[src/rtl/sgi_pkg.sv]
package sgi_pkg;
    localparam int NUM_CPU  = 8;
    localparam int NUM_SGI  = 16;
    localparam int LANE_W   = 8;
    localparam int LANES    = 4;
    localparam int CPU_W    = $clog2(NUM_CPU);
    localparam int SGI_W    = $clog2(NUM_SGI);
    localparam int CNT_W    = $clog2(NUM_CPU + 1);
    localparam int WORDS    = NUM_SGI / LANES;
    localparam int WORD_W   = $clog2(WORDS);

    typedef enum logic [1:0] {
        FLT_LIST    = 2'd0,
        FLT_OTHERS  = 2'd1,
        FLT_SELF    = 2'd2,
        FLT_NONE    = 2'd3
    } filter_e;

    typedef enum logic [1:0] {
        RGN_GEN,
        RGN_CLR,
        RGN_SET,
        RGN_NONE
    } region_e;
endpackage

[src/rtl/sgi_target_sel.sv]
module sgi_target_sel
    import sgi_pkg::*;
(
    input  logic [1:0]       mode_i,
    input  logic [7:0]       list_i,
    input  logic [CPU_W-1:0] req_i,
    input  logic [CNT_W-1:0] online_i,
    output logic [NUM_CPU-1:0] tgt_o
);
    logic [NUM_CPU-1:0] online_mask;
    logic [NUM_CPU-1:0] req_onehot;
    logic [NUM_CPU-1:0] raw;

    for (genvar i = 0; i < NUM_CPU; i++) begin : g_mask
        assign online_mask[i] = (CNT_W'(i) < online_i);
        assign req_onehot[i]  = (req_i == CPU_W'(i));
    end

    always_comb begin
        unique case (filter_e'(mode_i))
            FLT_LIST:   raw = list_i[NUM_CPU-1:0];
            FLT_OTHERS: raw = ~req_onehot;
            FLT_SELF:   raw = req_onehot;
            default:    raw = '0;
        endcase
        tgt_o = raw & online_mask;
    end

    always_comb begin

        if (filter_e'(mode_i) == FLT_OTHERS)
            others_excl_chk: assert (tgt_o[req_i] == 1'b0);

        if (filter_e'(mode_i) == FLT_SELF)
            self_single_chk: assert ($countones(tgt_o) <= 1);
    end
endmodule

[src/rtl/sgi_lane_decode.sv]
module sgi_lane_decode
    import sgi_pkg::*;
(
    input  logic [WORD_W-1:0]            word_i,
    input  logic [LANES-1:0]             be_i,
    input  logic [LANES*LANE_W-1:0]      wdata_i,
    output logic [NUM_SGI-1:0]           hit_o,
    output logic [NUM_SGI-1:0][LANE_W-1:0] byte_o
);
    for (genvar s = 0; s < NUM_SGI; s++) begin : g_lane
        localparam int LN = s % LANES;
        localparam int WD = s / LANES;
        assign hit_o[s]  = (word_i == WORD_W'(WD)) && be_i[LN];
        assign byte_o[s] = wdata_i[LN*LANE_W +: LANE_W];
    end
endmodule

[src/rtl/sgi_dispatch.sv]
module sgi_dispatch
    import sgi_pkg::*;
(
    input  logic                       clk,
    input  logic                       rst_n,
    input  logic [CNT_W-1:0]           online_cnt,
    input  logic                       bus_valid,
    input  logic                       bus_write,
    input  logic [3:0]                 bus_addr,
    input  logic [LANES-1:0]           bus_be,
    input  logic [LANES*LANE_W-1:0]    bus_wdata,
    input  logic [CPU_W-1:0]           bus_cpu,
    output logic [LANES*LANE_W-1:0]    bus_rdata,
    output logic [NUM_CPU*NUM_SGI-1:0] pend_o
);
    typedef struct packed {
        logic [NUM_CPU-1:0][NUM_SGI-1:0][NUM_CPU-1:0] src;
        logic [NUM_CPU-1:0][NUM_SGI-1:0]              pend;
        logic [LANES*LANE_W-1:0]                      rdata;
    } state_t;

    state_t st_d, st_q;
    region_e rgn;
    logic [NUM_CPU-1:0] tgt;
    logic [NUM_SGI-1:0] lane_hit;
    logic [NUM_SGI-1:0][LANE_W-1:0] lane_byte;
    logic [WORD_W-1:0] word_idx;
    logic [SGI_W-1:0] sgi_id;
    logic wr, rd;

    assign wr       = bus_valid && bus_write;
    assign rd       = bus_valid && !bus_write;
    assign word_idx = bus_addr[WORD_W-1:0];
    assign sgi_id   = bus_wdata[SGI_W-1:0];

    always_comb begin
        unique case (bus_addr[3:2])
            2'd0:    rgn = (bus_addr[1:0] == 2'd0) ? RGN_GEN : RGN_NONE;
            2'd1:    rgn = RGN_CLR;
            2'd2:    rgn = RGN_SET;
            default: rgn = RGN_NONE;
        endcase
    end

    sgi_target_sel u_tsel (
        .mode_i   (bus_wdata[25:24]),
        .list_i   (bus_wdata[23:16]),
        .req_i    (bus_cpu),
        .online_i (online_cnt),
        .tgt_o    (tgt)
    );

    sgi_lane_decode u_lanes (
        .word_i  (word_idx),
        .be_i    (bus_be),
        .wdata_i (bus_wdata),
        .hit_o   (lane_hit),
        .byte_o  (lane_byte)
    );

    always_comb begin
        logic [NUM_CPU-1:0] nb;
        logic [LANE_W-1:0]  rb;
        st_d       = st_q;
        st_d.rdata = '0;
        nb         = '0;
        rb         = '0;
        if (wr && rgn == RGN_GEN) begin
            for (int c = 0; c < NUM_CPU; c++) begin
                if (tgt[c]) begin
                    st_d.src[c][sgi_id][bus_cpu] = 1'b1;
                    st_d.pend[c][sgi_id]         = 1'b1;
                end
            end
        end
        if (wr && rgn == RGN_CLR) begin
            for (int s = 0; s < NUM_SGI; s++) begin
                if (lane_hit[s]) begin
                    nb = st_q.src[bus_cpu][s] & ~lane_byte[s][NUM_CPU-1:0];
                    st_d.src[bus_cpu][s] = nb;
                    if (nb == '0) st_d.pend[bus_cpu][s] = 1'b0;
                end
            end
        end
        if (wr && rgn == RGN_SET) begin
            for (int s = 0; s < NUM_SGI; s++) begin
                if (lane_hit[s]) begin
                    nb = st_q.src[bus_cpu][s] | lane_byte[s][NUM_CPU-1:0];
                    st_d.src[bus_cpu][s] = nb;
                    if (nb != '0) st_d.pend[bus_cpu][s] = 1'b1;
                end
            end
        end
        if (rd && (rgn == RGN_CLR || rgn == RGN_SET)) begin
            for (int k = 0; k < LANES; k++) begin
                rb = '0;
                rb[NUM_CPU-1:0] = st_q.src[bus_cpu][int'(word_idx)*LANES + k];
                st_d.rdata[k*LANE_W +: LANE_W] = rb;
            end
        end
    end

    always_ff @(posedge clk) begin
        if (!rst_n) st_q <= '0;
        else        st_q <= st_d;
    end

    assign bus_rdata = st_q.rdata;
    assign pend_o    = st_q.pend;


    mode_rsvd_chk: assert property (@(posedge clk) disable iff (!rst_n)
        (wr && rgn == RGN_GEN && bus_wdata[25:24] == 2'd3) |=> $stable(pend_o));


    idle_stable_chk: assert property (@(posedge clk) disable iff (!rst_n)
        (!wr || rgn == RGN_NONE) |=> $stable(pend_o));


    gen_raz_chk: assert property (@(posedge clk) disable iff (!rst_n)
        (rd && rgn == RGN_GEN) |=> (bus_rdata == '0));


    no_read_zero_chk: assert property (@(posedge clk) disable iff (!rst_n)
        !rd |=> (bus_rdata == '0));


    clr_all_chk: assert property (@(posedge clk) disable iff (!rst_n)
        (wr && rgn == RGN_CLR && bus_be == '1 && bus_wdata == '1)
        |=> (st_q.pend[$past(bus_cpu)][$past(word_idx)*LANES +: LANES] == '0));
endmodule

[config.mk]
export PLATFORM = sky130hd
export DESIGN_NAME = sgi_dispatch
export DESIGN_NICKNAME = d
export VERILOG_FILES = /design/src/rtl/sgi_pkg.sv /design/src/rtl/sgi_target_sel.sv /design/src/rtl/sgi_lane_decode.sv /design/src/rtl/sgi_dispatch.sv
export SDC_FILE = /design/constraint.sdc
export NUM_CORES = 2
export LEC_CHECK = 0
export ABC_CLOCK_PERIOD_IN_PS = 3080
export BUFFER_PORTS_ARGS = -buffer_cell sky130_fd_sc_hd__buf_4
export CAP_MARGIN = 10
export CORE_UTILIZATION = 45
export CTS_CLUSTER_DIAMETER = 40
export DETAILED_ROUTE_END_ITERATION = 16
export PLACE_DENSITY = 0.58
export SLEW_MARGIN = 20
export SYNTH_ARGS = -nofsm -noshare
export SYNTH_HDL_FRONTEND = slang
export SYNTH_HIERARCHICAL = 1
export SYNTH_SLANG_ARGS = --single-unit
[constraint.sdc]
create_clock -name clk -period 3.08 [get_ports clk]
set_input_delay 0 -clock clk [delete_from_list [all_inputs] [get_ports clk]]
set_output_delay 0 -clock clk [all_outputs]
set_load 0.01 [all_outputs]
==> impl_metrics.yaml <==
global_routing:
  gr-total-overflow: 0
  antenna_found_initial: 35
  grt_pass1_vias: 72160
  grt_pass1_wl_mm: 517.1
  grt_util_all_layers_pct: 44.49
  grt_start_max_net_pins: 172
routing:
  detail_route.wl_per_cell_um: 32.92
  vias: 77910
  detail-route-antenna-nets: 0
  vias_per_cell: 7.067
  drc_errors: 0
  drtIter0Drc: 12250
  first_pass_iters: 6
  routed_wl_mm: 363.0
critical_path:
  crit_type: "input port to flip-flop"
  reg2reg_slack_ns: 0.46
  endpoint_kind: "flip-flop"
  startpoint_type: "input port"
  cp.arrival_ns: 3.59
  cp_max_fo: 24
  worstPathRequired_ns: 3.78
sta:
  relSlewSlack_pct: 18.35
  fin_ws_ns: 0.1899
  post-route-period-util_pct: 93.84
  grt_setup_unrepaired: "false"
  hold_violations: 0
  clock_skew_ns: 0.02646
  setup_viol: 0
  worstMarginPinSlew_ns: 1.225
  fmax_mhz: 346.0
  maxSlewViolCount: 0
  post-route-min-period_ns: 2.890
yosys:
  syn-cell-area_mm2: 0.06939
  yosysTopAreaCellShare_pct: 34.16
  yosysTopAreaCell: "dfxtp_1"
  synth_edf_count: 0
  synth_warnings: 6
  ys_ff_latch: 1184
  synth_cell_types: 105
  synthesis.nets: 8699
  synth_ff_type: "dfxtp_1"
  syn_area_per_cell_um2: 8.027
  yosysSeqAreaShare_pct: 34.16
  synthArstFlopShare_pct: 0
  synth_area_leaders: "dfxtp_1 (34%), a21oi_1 (7.8%), nor2_1 (6.8%)"
  syn_inst: 8644
placed_design:
  hpwl_mm: 242.7
  place_ws_ns: -0.09581
  place.gp.congestion: 1.021
  port_buffers: 210
clock_tree:
  cts_tree: "yes"
  clockBufferDepth: 3
  clock_sink_count: 1184
  htree_levels: 4
  clock_latency_ns: 0.85
  root_buffer: "clkbuf_16"
  cts_buffers: 222
  clkTransAtPathRegs_ns: 0.06
power:
  finalPower_mw: 45.70
  clkPwrFrac_pct: 58.1
  netSwitchingFraction_pct: 26.60
  p_int_mw: 33.55
  power_frac_comb_pct: 8.2
  power.leakage_nw: 28.95
  p_switching_mw: 12.16
  seq_power_share_pct: 33.7
  powerDensity_mw_per_mm2: 548.0
  ir_drop_uv: 563.1
die:
  top_level_ports: 211
  die_y_um: 394.7
  core_area_mm2: 0.1524
  dieArea_mm2: 0.1558
  initial_core_util_pct: 45.52
  rows: 143
  die_w_um: 394.7
finish:
  drive_gt1_share_pct: 18.87
  mostFrequentLayoutCell: "nor2_1"
  final_nets: 8835
  area_growth_pct: 20.19
  final_cell_mix: "nor2_1 (1244), dfxtp_1 (1184), a21oi_1 (1076)"
min_path:
  hold_path.class: "input port to flip-flop"
flow_run:
  drv_cap: 0
run_status:
  status: "completed"
[kinds of logic after synthesis]
kind of cell,count (synthesis),share of synthesized area [%]
flops,1184,34.16
fa+ha+maj,4,0.07213
buf+inv,1088,8.154
compound gates,3197,30.30
mux,461,10.06
simple gates,2710,17.25
[what timing repair did]
item | in CTS | in global routing
buffers inserted | 0 | 0
hold buffers | 44 | 0
hold endpoints to repair | 744 | 0
gates resized for setup | 0 | 1
setup endpoints to repair | 0 | 6
[synth_stat cells (13+ instances only)]
cell and n:
a2111oi_0 16, a211o_1 32, a211oi_1 251, a21o_1 13, a21oi_1 1076, a221oi_1 22, a22oi_1 32, a311oi_1 22
a31oi_1 96, a32o_1 19, and2_1 100, and3_1 40, buf_1 84, buf_2 66, buf_4 315, buf_6 28
clkbuf_1 563, dfxtp_1 1184, inv_1 21, mux2_2 53, mux2i_1 222, mux4_2 182, nand2_1 716, nand2b_1 87
nand3_1 92, nand3b_1 14, nand4_1 29, nor2_1 1250, nor2b_1 39, nor3_1 132, nor4_1 102, o211ai_1 17
o21a_1 219, o21ai_0 349, o21bai_1 41, o221ai_1 82, o22ai_1 267, o2bb2ai_1 17, o311a_1 23, o31ai_1 162
o32ai_1 318, or2_2 19
[layout make-up]
type                    instances  area (µm²)
fillers                     14140       69040
well taps                    2030        2540
multi-input cells            6372       40350
clock buffers                 273        6110
clock inverters               148        1963
flip-flops and latches       1184       23700
repair buffers                975        8586
diodes                         18       45.04
inverters                      25       101.3
[flip-flops by register name, summed over array words and instances, names as in the netlist]
name	count
bus_rdata	32
st_q	1024
pend_o	128
[layer usage]
layer | share of wire, % | vias up | routed length, µm | GRT usage, %
li1 | - | 32470 | - | -
met1 | 38 | 37560 | 136600 | 57.82
met2 | 40 | 6401 | 145900 | 61.60
met3 | 15 | 1456 | 53880 | 15.87
met4 | 7.3 | 28 | 26390 | 29.17
met5 | 0.051 | - | 184 | 0
[final timing paths]
| kind | start | depth (start not counted) | endpoint |
|---|---|---|---|
| setup / recovery | bus_cpu[1] | 11 | pend_o[26] |
| hold / removal | online_cnt[3] | 7 | pend_o[123] |
| hold reg to reg | st_q[321] | 2 | st_q[321] |
| setup reg to reg | st_q[1091] | 6 | pend_o[36] |
[critical path, stage by stage]
cell,delay [ns]
dlygate4sd3_1,0.56
buf_8,0.38
buf_12,0.28
buf_4,0.18
mux4_2,0.50
mux2_2,0.27
a2111oi_0,0.69
nand4b_1,0.23
o21ai_1,0.18
buf_4,0.17
o32ai_1,0.08
[power groups by stage]
| stage | registers [mW] | logic (mW) | clock network [mW] |
|---|---|---|---|
| 6_report | 15.4 | 3.76 | 26.5 |
| 5_1_grt | 15.4 | 3.76 | 27.3 |
| 4_1_cts | 15.4 | 3.55 | 26.5 |
| 3_5_place_dp | 15.7 | 3.49 | 0 |
| 3_3_place_gp | 15.7 | 3.49 | 0 |
| 2_1_floorplan | 15.7 | 1.92 | 0 |
[metrics by stage]
step	instances	util (%)	hold slack [ns]	TNS [ns]	area, µm²
final	11030	54.71	0.05936	0	83400
after global routing	11010	54.69	0.05511	0	83370
after CTS	11010	54.67	0.008193	0	83340
after detailed placement	10540	49.09	0.3902	-0.3139	74830
after global placement	10540	49.09	0.3911	-1.278	74830
after floorplan	8644	-	0.2047	0	69390
(Power assumes the default switching activity.)
